## config.mk

```make
export PLATFORM = sky130hd
export DESIGN_NAME = spi_cs_sequencer
export DESIGN_NICKNAME = d
export VERILOG_FILES = /design/src/rtl/spi_seq_pkg.sv /design/src/rtl/spi_seq_delay_calc.sv /design/src/rtl/spi_seq_counter.sv /design/src/rtl/spi_cs_sequencer.sv
export SDC_FILE = /design/constraint.sdc
export NUM_CORES = 1
export LEC_CHECK = 0
export BUFFER_PORTS_ARGS = -buffer_cell sky130_fd_sc_hd__buf_2
export CAP_MARGIN = 25
export CELL_PAD_IN_SITES_DETAIL_PLACEMENT = 0
export CELL_PAD_IN_SITES_GLOBAL_PLACEMENT = 2
export CORE_AREA = 2 2 107 109
export CTS_BUF_LIST = sky130_fd_sc_hd__clkbuf_16
export CTS_CLUSTER_DIAMETER = 150
export DETAILED_ROUTE_END_ITERATION = 10
export DIE_AREA = 0 0 109 111
export PLACE_DENSITY_LB_ADDON = 0.2
export SETUP_SLACK_MARGIN = 0.15
export SYNTH_ARGS = -nofsm -noshare
export SYNTH_HDL_FRONTEND = slang
export SYNTH_SLANG_ARGS = --single-unit
```

## constraint.sdc

```tcl
create_clock -name clk -period 3.22 [get_ports clk]
set_clock_uncertainty 0.05 [all_clocks]
set_input_delay 0.644 -clock clk [delete_from_list [all_inputs] [get_ports clk]]
set_output_delay 0.644 -clock clk [all_outputs]
set_load 0.005 [all_outputs]
```

## src/rtl/spi_seq_pkg.sv

```systemverilog
package spi_seq_pkg;

  typedef enum logic [2:0] {
    ST_IDLE,
    ST_SETUP,
    ST_XFER,
    ST_HOLD,
    ST_GAP
  } seq_state_t;

  typedef struct packed {
    logic cs_n;
    logic sck_en;
    logic busy;
  } seq_out_t;

  // Output pattern that belongs to each phase
  function automatic seq_out_t phase_outputs(seq_state_t s);
    seq_out_t o;
    case (s)
      ST_SETUP: o = '{cs_n: 1'b0, sck_en: 1'b0, busy: 1'b1};
      ST_XFER:  o = '{cs_n: 1'b0, sck_en: 1'b1, busy: 1'b1};
      ST_HOLD:  o = '{cs_n: 1'b0, sck_en: 1'b0, busy: 1'b1};
      ST_GAP:   o = '{cs_n: 1'b1, sck_en: 1'b0, busy: 1'b1};
      default:  o = '{cs_n: 1'b1, sck_en: 1'b0, busy: 1'b0};
    endcase
    return o;
  endfunction

endpackage

```

## src/rtl/spi_seq_delay_calc.sv

```systemverilog
module spi_seq_delay_calc #(
  parameter int PRE_W = 2,
  parameter int SCL_W = 4,
  parameter int DLY_W = PRE_W + 1 + (1 << SCL_W)
) (
  input  logic [PRE_W-1:0] pre_code_i,
  input  logic [SCL_W-1:0] scl_code_i,
  output logic [DLY_W-1:0] cycles_o
);
  // odd prescaler 2c+1, scaler 2^(n+1)
  logic [PRE_W:0] pre_val;
  assign pre_val  = {pre_code_i, 1'b1};
  assign cycles_o = (DLY_W'(pre_val) << 1) << scl_code_i;
endmodule

```

## src/rtl/spi_seq_counter.sv

```systemverilog
module spi_seq_counter #(
  parameter int DLY_W = 19
) (
  input  logic             clk,
  input  logic             rst,
  input  logic             load_i,
  input  logic [DLY_W-1:0] load_val_i,
  output logic             expired_o
);
  logic [DLY_W-1:0] cnt_q;

  always_ff @(posedge clk) begin
    if (rst)                cnt_q <= '0;
    else if (load_i)        cnt_q <= load_val_i - DLY_W'(1);
    else if (cnt_q != '0)   cnt_q <= cnt_q - DLY_W'(1);
  end

  assign expired_o = (cnt_q == '0);
endmodule

```

## src/rtl/spi_cs_sequencer.sv

```systemverilog
module spi_cs_sequencer
  import spi_seq_pkg::*;
#(
  parameter int PRE_W  = 2,
  parameter int SCL_W  = 4,
  parameter int SCKP_W = 8
) (
  input  logic              clk,
  input  logic              rst,
  input  logic              master_en_i,
  input  logic              start_i,
  input  logic              cont_mode_i,
  input  logic              frame_done_i,
  input  logic [PRE_W-1:0]  setup_pre_i,
  input  logic [SCL_W-1:0]  setup_scl_i,
  input  logic [PRE_W-1:0]  hold_pre_i,
  input  logic [SCL_W-1:0]  hold_scl_i,
  input  logic [PRE_W-1:0]  gap_pre_i,
  input  logic [SCL_W-1:0]  gap_scl_i,
  input  logic [SCKP_W-1:0] sck_period_i,
  output logic              cs_n_o,
  output logic              sck_en_o,
  output logic              busy_o
);
  localparam int DLY_W  = PRE_W + 1 + (1 << SCL_W);
  localparam int NDLY   = 3;
  localparam int D_SET  = 0;
  localparam int D_HOLD = 1;
  localparam int D_GAP  = 2;

  seq_state_t state_q, state_d;
  seq_out_t   out_q;

  // codes captured at frame start
  logic [PRE_W-1:0]  hold_pre_q, gap_pre_q;
  logic [SCL_W-1:0]  hold_scl_q, gap_scl_q;
  logic              cont_q;
  logic [SCKP_W-1:0] per_q;

  logic [PRE_W-1:0] pre_src [NDLY];
  logic [SCL_W-1:0] scl_src [NDLY];
  logic [DLY_W-1:0] dly_cyc [NDLY];

  // setup length is loaded on the capture edge, so it uses live codes
  assign pre_src[D_SET]  = setup_pre_i;
  assign scl_src[D_SET]  = setup_scl_i;
  assign pre_src[D_HOLD] = hold_pre_q;
  assign scl_src[D_HOLD] = hold_scl_q;
  assign pre_src[D_GAP]  = gap_pre_q;
  assign scl_src[D_GAP]  = gap_scl_q;

  for (genvar g = 0; g < NDLY; g++) begin : g_calc
    spi_seq_delay_calc #(
      .PRE_W(PRE_W), .SCL_W(SCL_W), .DLY_W(DLY_W)
    ) u_calc (
      .pre_code_i(pre_src[g]),
      .scl_code_i(scl_src[g]),
      .cycles_o  (dly_cyc[g])
    );
  end

  logic [DLY_W-1:0] per_ext, gap_len;
  assign per_ext = {{(DLY_W-SCKP_W){1'b0}}, per_q};
  assign gap_len = !cont_q         ? dly_cyc[D_GAP] :
                   (per_q == '0)   ? DLY_W'(1)      : per_ext;

  logic             go;
  logic             cnt_load;
  logic [DLY_W-1:0] cnt_val;
  logic             cnt_exp;
  logic             capture;

  assign go = master_en_i && start_i;

  always_comb begin
    state_d  = state_q;
    cnt_load = 1'b0;
    cnt_val  = dly_cyc[D_SET];
    capture  = 1'b0;
    case (state_q)
      ST_IDLE: if (go) begin
        state_d  = ST_SETUP;
        cnt_load = 1'b1;
        capture  = 1'b1;
      end
      ST_SETUP: if (cnt_exp) state_d = ST_XFER;
      ST_XFER: if (frame_done_i) begin
        state_d  = ST_HOLD;
        cnt_load = 1'b1;
        cnt_val  = dly_cyc[D_HOLD];
      end
      ST_HOLD: if (cnt_exp) begin
        state_d  = ST_GAP;
        cnt_load = 1'b1;
        cnt_val  = gap_len;
      end
      ST_GAP: if (cnt_exp) begin
        if (go) begin
          state_d  = ST_SETUP;
          cnt_load = 1'b1;
          capture  = 1'b1;
        end else begin
          state_d  = ST_IDLE;
        end
      end
      default: state_d = ST_IDLE;
    endcase
  end

  spi_seq_counter #(.DLY_W(DLY_W)) u_cnt (
    .clk       (clk),
    .rst       (rst),
    .load_i    (cnt_load),
    .load_val_i(cnt_val),
    .expired_o (cnt_exp)
  );

  always_ff @(posedge clk) begin
    if (rst) begin
      state_q    <= ST_IDLE;
      out_q      <= phase_outputs(ST_IDLE);
      hold_pre_q <= '0;
      hold_scl_q <= '0;
      gap_pre_q  <= '0;
      gap_scl_q  <= '0;
      cont_q     <= 1'b0;
      per_q      <= '0;
    end else begin
      state_q <= state_d;
      out_q   <= phase_outputs(state_d);
      if (capture) begin
        hold_pre_q <= hold_pre_i;
        hold_scl_q <= hold_scl_i;
        gap_pre_q  <= gap_pre_i;
        gap_scl_q  <= gap_scl_i;
        cont_q     <= cont_mode_i;
        per_q      <= sck_period_i;
      end
    end
  end

  assign cs_n_o   = out_q.cs_n;
  assign sck_en_o = out_q.sck_en;
  assign busy_o   = out_q.busy;
endmodule

```

Yosys cells after proc, flatten, opt, wreduce, memory -nomap -nowiden
Index checks and enable logic that the tools add are counted.
- add/sub/neg operators: 2
- multipliers: 0
- divide/modulo/power cells: 0
- order comparisons: 0
- eq/ne operators: 8
- shift operators: 3
- multiplexer cells: 21
- bitwise logic cells: 0
- reduce and logical (&&, ||, !) cells: 7
- operators by type and width (operator ; count):
    2-to-1 mux 19 bit ; 5
    << shifter 4 x 4 -> 19 bit ; 3
    case mux 19 bit (2 select lines) ; 1
    subtractor 19 x 1 -> 19 bit (second input constant) ; 2
    zero test 19 bit ; 1
    nonzero test 19 bit ; 1
    2-to-1 mux 3 bit ; 5
    case mux 3 bit (5 select lines) ; 1
    equality test 3 x 2 -> 1 bit (second input constant) ; 4
    case mux 3 bit (3 select lines) ; 1
    zero test 8 bit ; 1
    2-to-1 mux 8 bit ; 1
    equality test 3 x 1 -> 1 bit (second input constant) ; 2
    equality test 3 bit (second input constant) ; 2
    2-to-1 mux 1 bit ; 5
    case mux 1 bit (4 select lines) ; 1
    zero test 3 bit ; 1
    case mux 1 bit (2 select lines) ; 1
    nonzero test 2 bit ; 1
    OR reduction 2 bit ; 1
    logical AND 1 bit ; 1
- flip-flop bits (word level): 46
- latch bits: 0
- RAM bits: 0
- ROM bits: 0
- bits of input ports: 32
- output and inout port bits: 3
- word-level logic and storage cells: 52
- memories kept: 0

Depth between registers and ports, before layout
- word-level depth: 7
- depth in mapped cells: 13
- mapped depth without buffers: 11

Modules after synthesis
A second synthesis with hierarchy kept.
- cell total of the unflattened synthesis: 492
- area, all modules: 3843.7 um2
- modules (own cells, without submodules) (module ; times used ; cells each ; area each (um2) ; sequential area each (um2)):
    spi_cs_sequencer ; 1 ; 224 ; 1760.4 ; 540.5
    spi_seq_counter ; 1 ; 148 ; 1328.8 ; 380.4
    spi_seq_delay_calc ; 3 ; 40 ; 251.5 ; 0.0

Worst setup path before layout
OpenSTA, ideal clock, no wires.
- path kind: input to register
- from: input port master_en_i
- to: register u_cnt.cnt_q[18]
- library setup time: 0.071 ns
- data arrival time: 3.240 ns
- data required time: 3.099 ns
- slack: -0.141 ns
- cell stages on the path: 11
- buffers on the path: 2
- cell sequence: nand4bb_1 a211oi_2 a31oi_1 buf_2 o41ai_2 ha_1 o21ai_1 nand4bb_1 buf_2 or4_1 a21oi_1
- cells in the longest elaborated chain, start to end: 5
- elaborated cells on any way between the ends: 6
- classes of those cells: mux: 4; reduce/logical: 2
- RTL lines (what ; RTL line ; RTL):
    start: declaration ; spi_cs_sequencer.sv:10 ; input logic master_en_i,
    logical AND 1 bit * ; spi_cs_sequencer.sv:73 ; assign go = master_en_i && start_i;
    2-to-1 mux 1 bit * ; spi_cs_sequencer.sv:81, spi_cs_sequencer.sv:98 ;
    2-to-1 mux 1 bit ; spi_cs_sequencer.sv:97 ; ST_GAP: if (cnt_exp) begin
    case mux 1 bit (4 select lines) * ; spi_cs_sequencer.sv:80 ; case (state_q)
    2-to-1 mux 19 bit or nonzero test 2 bit (tied branches) ; -- ;
    end signal: assignment ; spi_seq_counter.sv:14 ; else if (load_i) cnt_q <= load_val_i - DLY_W'(1);
    end signal: assignment ; spi_seq_counter.sv:15 ; else if (cnt_q != '0) cnt_q <= cnt_q - DLY_W'(1);
    end: declaration ; spi_seq_counter.sv:10 ; logic [DLY_W-1:0] cnt_q;
Mark *: on every way between the ends. The rest lies on a longest branch, timed or not.
A chain may end at the register's enable or synchronous reset.

Worst setup path in the final report
- from: register u_cnt.cnt_q[12]
- to: register u_cnt.cnt_q[18]
- cells in the longest elaborated chain, start to end: 5
- elaborated cells on any way between the ends: 12
- classes of those cells: add/sub: 2; mux: 7; reduce/logical: 3
- RTL lines (what ; RTL line ; RTL):
    zero test 19 bit ; spi_seq_counter.sv:18 ; assign expired_o = (cnt_q == '0);
    2-to-1 mux 19 bit ; spi_cs_sequencer.sv:92 ; ST_HOLD: if (cnt_exp) begin
    case mux 19 bit (2 select lines) ; spi_cs_sequencer.sv:80 ;
    subtractor 19 x 1 -> 19 bit ; spi_seq_counter.sv:14 ;
    2-to-1 mux 19 bit ; spi_seq_counter.sv:14 ;
Several ways; a longest one is shown, not always the timed one. The select of a mux whose other input is x is not followed.

==> results.ini <==
[clock_network]
clkSinkCount=46
clk_path_buf_depth=2
clk_pin_slew_ns=0.07
root_buffer=clkbuf_16
cts_tree=done
h-tree-depth=2
insertion_delay_ns=0.30
cts.hold.buffers_added=0
numCtsBuffers=5

[global_routing]
overflow=0
grt_use_total_pct=20.75
grt_pass1_wl_um=19510
grt_pass1_vias=3658
grt_max_degree=29
antenna_found_initial=0

[yosys]
synth.most_common_cell=nand2_1
synthSimpleGateAreaFrac_pct=36.67
synth_area_um2=3327
ys.flop_type=dfxtp_1
synth_nets=493
synth-adder-area-share_pct=0.3761
syn_area_per_cell_um2=7.232
synth_compound_area_share_pct=24.52
yosys-top-cells-area=dfxtp_1 28%, a21oi_1 7.2%, nand2_1 7.0%
synth_edf_count=0
ys_types=68
synth_top_cell_area_share_pct=27.68
synthArstFlopShare_pct=0
synthTopCellsByCount=62 x nand2_1, 52 x nor2_1, 48 x a21oi_1
yosysSeqAreaShare_pct=27.68
yosysWarnings=0
synth-seq-cells=46
synthMuxAreaShare_pct=3.761
yosysTopAreaCell=dfxtp_1
post_synth_xor_area_fraction_pct=2.633
synth_top_family_by_area=simple AND/OR/NAND/NOR gates
synthCells=460

[sta]
period_share_pct=100.7
max_freq_mhz=308.3
finalSetupViolations=2
drv_slew=0
max_slew_margin_pct=49.26
fin_ws_ns=-0.02360
finalCriticalPeriod_ns=3.244
worst_slew_pin_slew_ns=0.7611
final_hold_viol_count=0
rsz0062_at_grt=yes

[routing]
dr.pass1.iters=5
wl_um=12280
vias_per_cell=5.417
drc_errors=0
final_antenna_net_count=0
num_vias=3792
drt_iter0_markers=221
wl_per_cell_um=17.55

[job]
drv_cap=0

[pwr]
power.leakage_nw=1.846
power.density_nw_per_um2=668.6
power_mw=3.192
vdd_ir_drop_max_mv=0.3507

[run_status]
violations=setup timing
status=finished, violations left

[floorplanning]
rows=39
die_x_um=109
start_util_pct=30.04
ios=35
fp.dieArea_um2=12100
die_h_um=111
core_area_um2=11080

[place]
placed_area_um2=4148
place.port_buffers=34
place.gp.congestion=0.9459
dpl.hpwl_um=9296

[finish]
design_area_um2=4773
final_layout_size_suffix_gt1_share_pct=33.21
syn_to_final_growth_pct=43.48
diodes=0
nNetsFinal=589

[critical_path]
critPathKind=reg -> reg
worstPathArrival_ns=3.42
required_ns=3.40
crit_fanout=5
start_kind=flop
end_kind=flop

[hold_path]
hold_class=reg -> reg

layout by cell type (no fill, tap or decap), types with 8 or more instances in the layout:
cell type and n:
nand2_1 62, buf_6 14, nor2_1 48, or4_1 8, a21oi_1 47, nand3_1 18, buf_2 34, dfxtp_1 44
or3_1 9, nand2b_1 13, nor3_1 11, o21ai_0 15, buf_4 71
metrics by stage:
stage	hold slack, ns	setup TNS (ns)	instances	utilization (%)	worst slack (ns)
2_1_floorplan	0.3832	-0.03811	460	-	-0.03811
3_3_place_gp	0.4085	-0.4764	675	37.44	-0.09474
3_5_place_dp	0.4161	-0.5981	675	37.44	-0.1402
4_1_cts	0.4251	0	695	41.43	0.01123
5_1_grt	0.4385	-0.7353	700	43.09	-0.1294
6_report	0.4167	-0.03707	700	43.09	-0.02360
worst paths after layout:
| kind | endpoint | startpoint | slack (ns) | cells after the start |
|---|---|---|---|---|
| min reg2reg | per_q[0] | per_q[0] | 0.42 | 2 |
| max | u_cnt.cnt_q[18] | u_cnt.cnt_q[12] | -0.02 | 10 |
| max reg2reg | u_cnt.cnt_q[18] | u_cnt.cnt_q[12] | -0.02 | 10 |
| min | per_q[0] | per_q[0] | 0.42 | 2 |
sequential cells by signal, indices dropped and copies added, names as in the netlist:
name	cells
cs_n_o	1
gap_scl_q	4
state_q	3
gap_pre_q	2
busy_o	1
hold_pre_q	2
cont_q	1
per_q	8
sck_en_o	1
hold_scl_q	4
u_cnt.cnt_q	19
cells by family (layout without fill, tap and decap cells):
group | count (synthesis) | count (layout)
compound gates | 124 | 125
xor+xnor | 10 | 10
fa+ha+maj | 1 | 1
buf+inv | 36 | 132
flops | 46 | 46
mux | 12 | 12
simple gates | 231 | 231
power breakdown:
part           internal, mW  switching, mW  leakage [nW]
sequential            0.675          0.106         0.378
clock                 0.442          0.233        0.0915
combinational         0.909          0.827          1.38
total                  2.03           1.17          1.85
worst max-delay path, stage by stage (launching register included):
cell and delay [ns]:
dfxtp_1 0.33, or4_4 0.57, a211oi_4 0.26, buf_4 0.18, a31oi_4 0.14, a221o_1 0.44, nor4b_4 0.29, buf_4 0.17
nand4bb_4 0.12, or4_1 0.51, a21oi_1 0.12
metal layers:
| layer | GRT usage, % | share of wire, % | vias to the layer above |
|---|---|---|---|
| met3 | 4.644 | 5.7 | 23 |
| met2 | 32.71 | 46 | 102 |
| met4 | 7.265 | 2.8 | 0 |
| li1 | - | - | 1886 |
| met5 | 0 | 0 | - |
| met1 | 27.59 | 45 | 1781 |
final cells by class:
| type | count | area [µm²] |
|---|---|---|
| fillers | 1112 | 6304 |
| inverters | 3 | 11.26 |
| clock buffers | 5 | 125.1 |
| well taps | 143 | 178.9 |
| repair buffers | 121 | 900.9 |
| clock inverters | 3 | 63.81 |
| multi-input cells | 379 | 2570 |
| flip-flops and latches | 46 | 923.4 |
what timing repair did:
action / 4_1_cts / 5_1_grt
endpoints found under the setup margin: 12 / 16
pin swaps: 25 / 17
setup buffers: 12 / 4
cloned: 0 / 1
gates resized for setup: 28 / 29
Note: power is estimated with default switching activity, not from simulation.
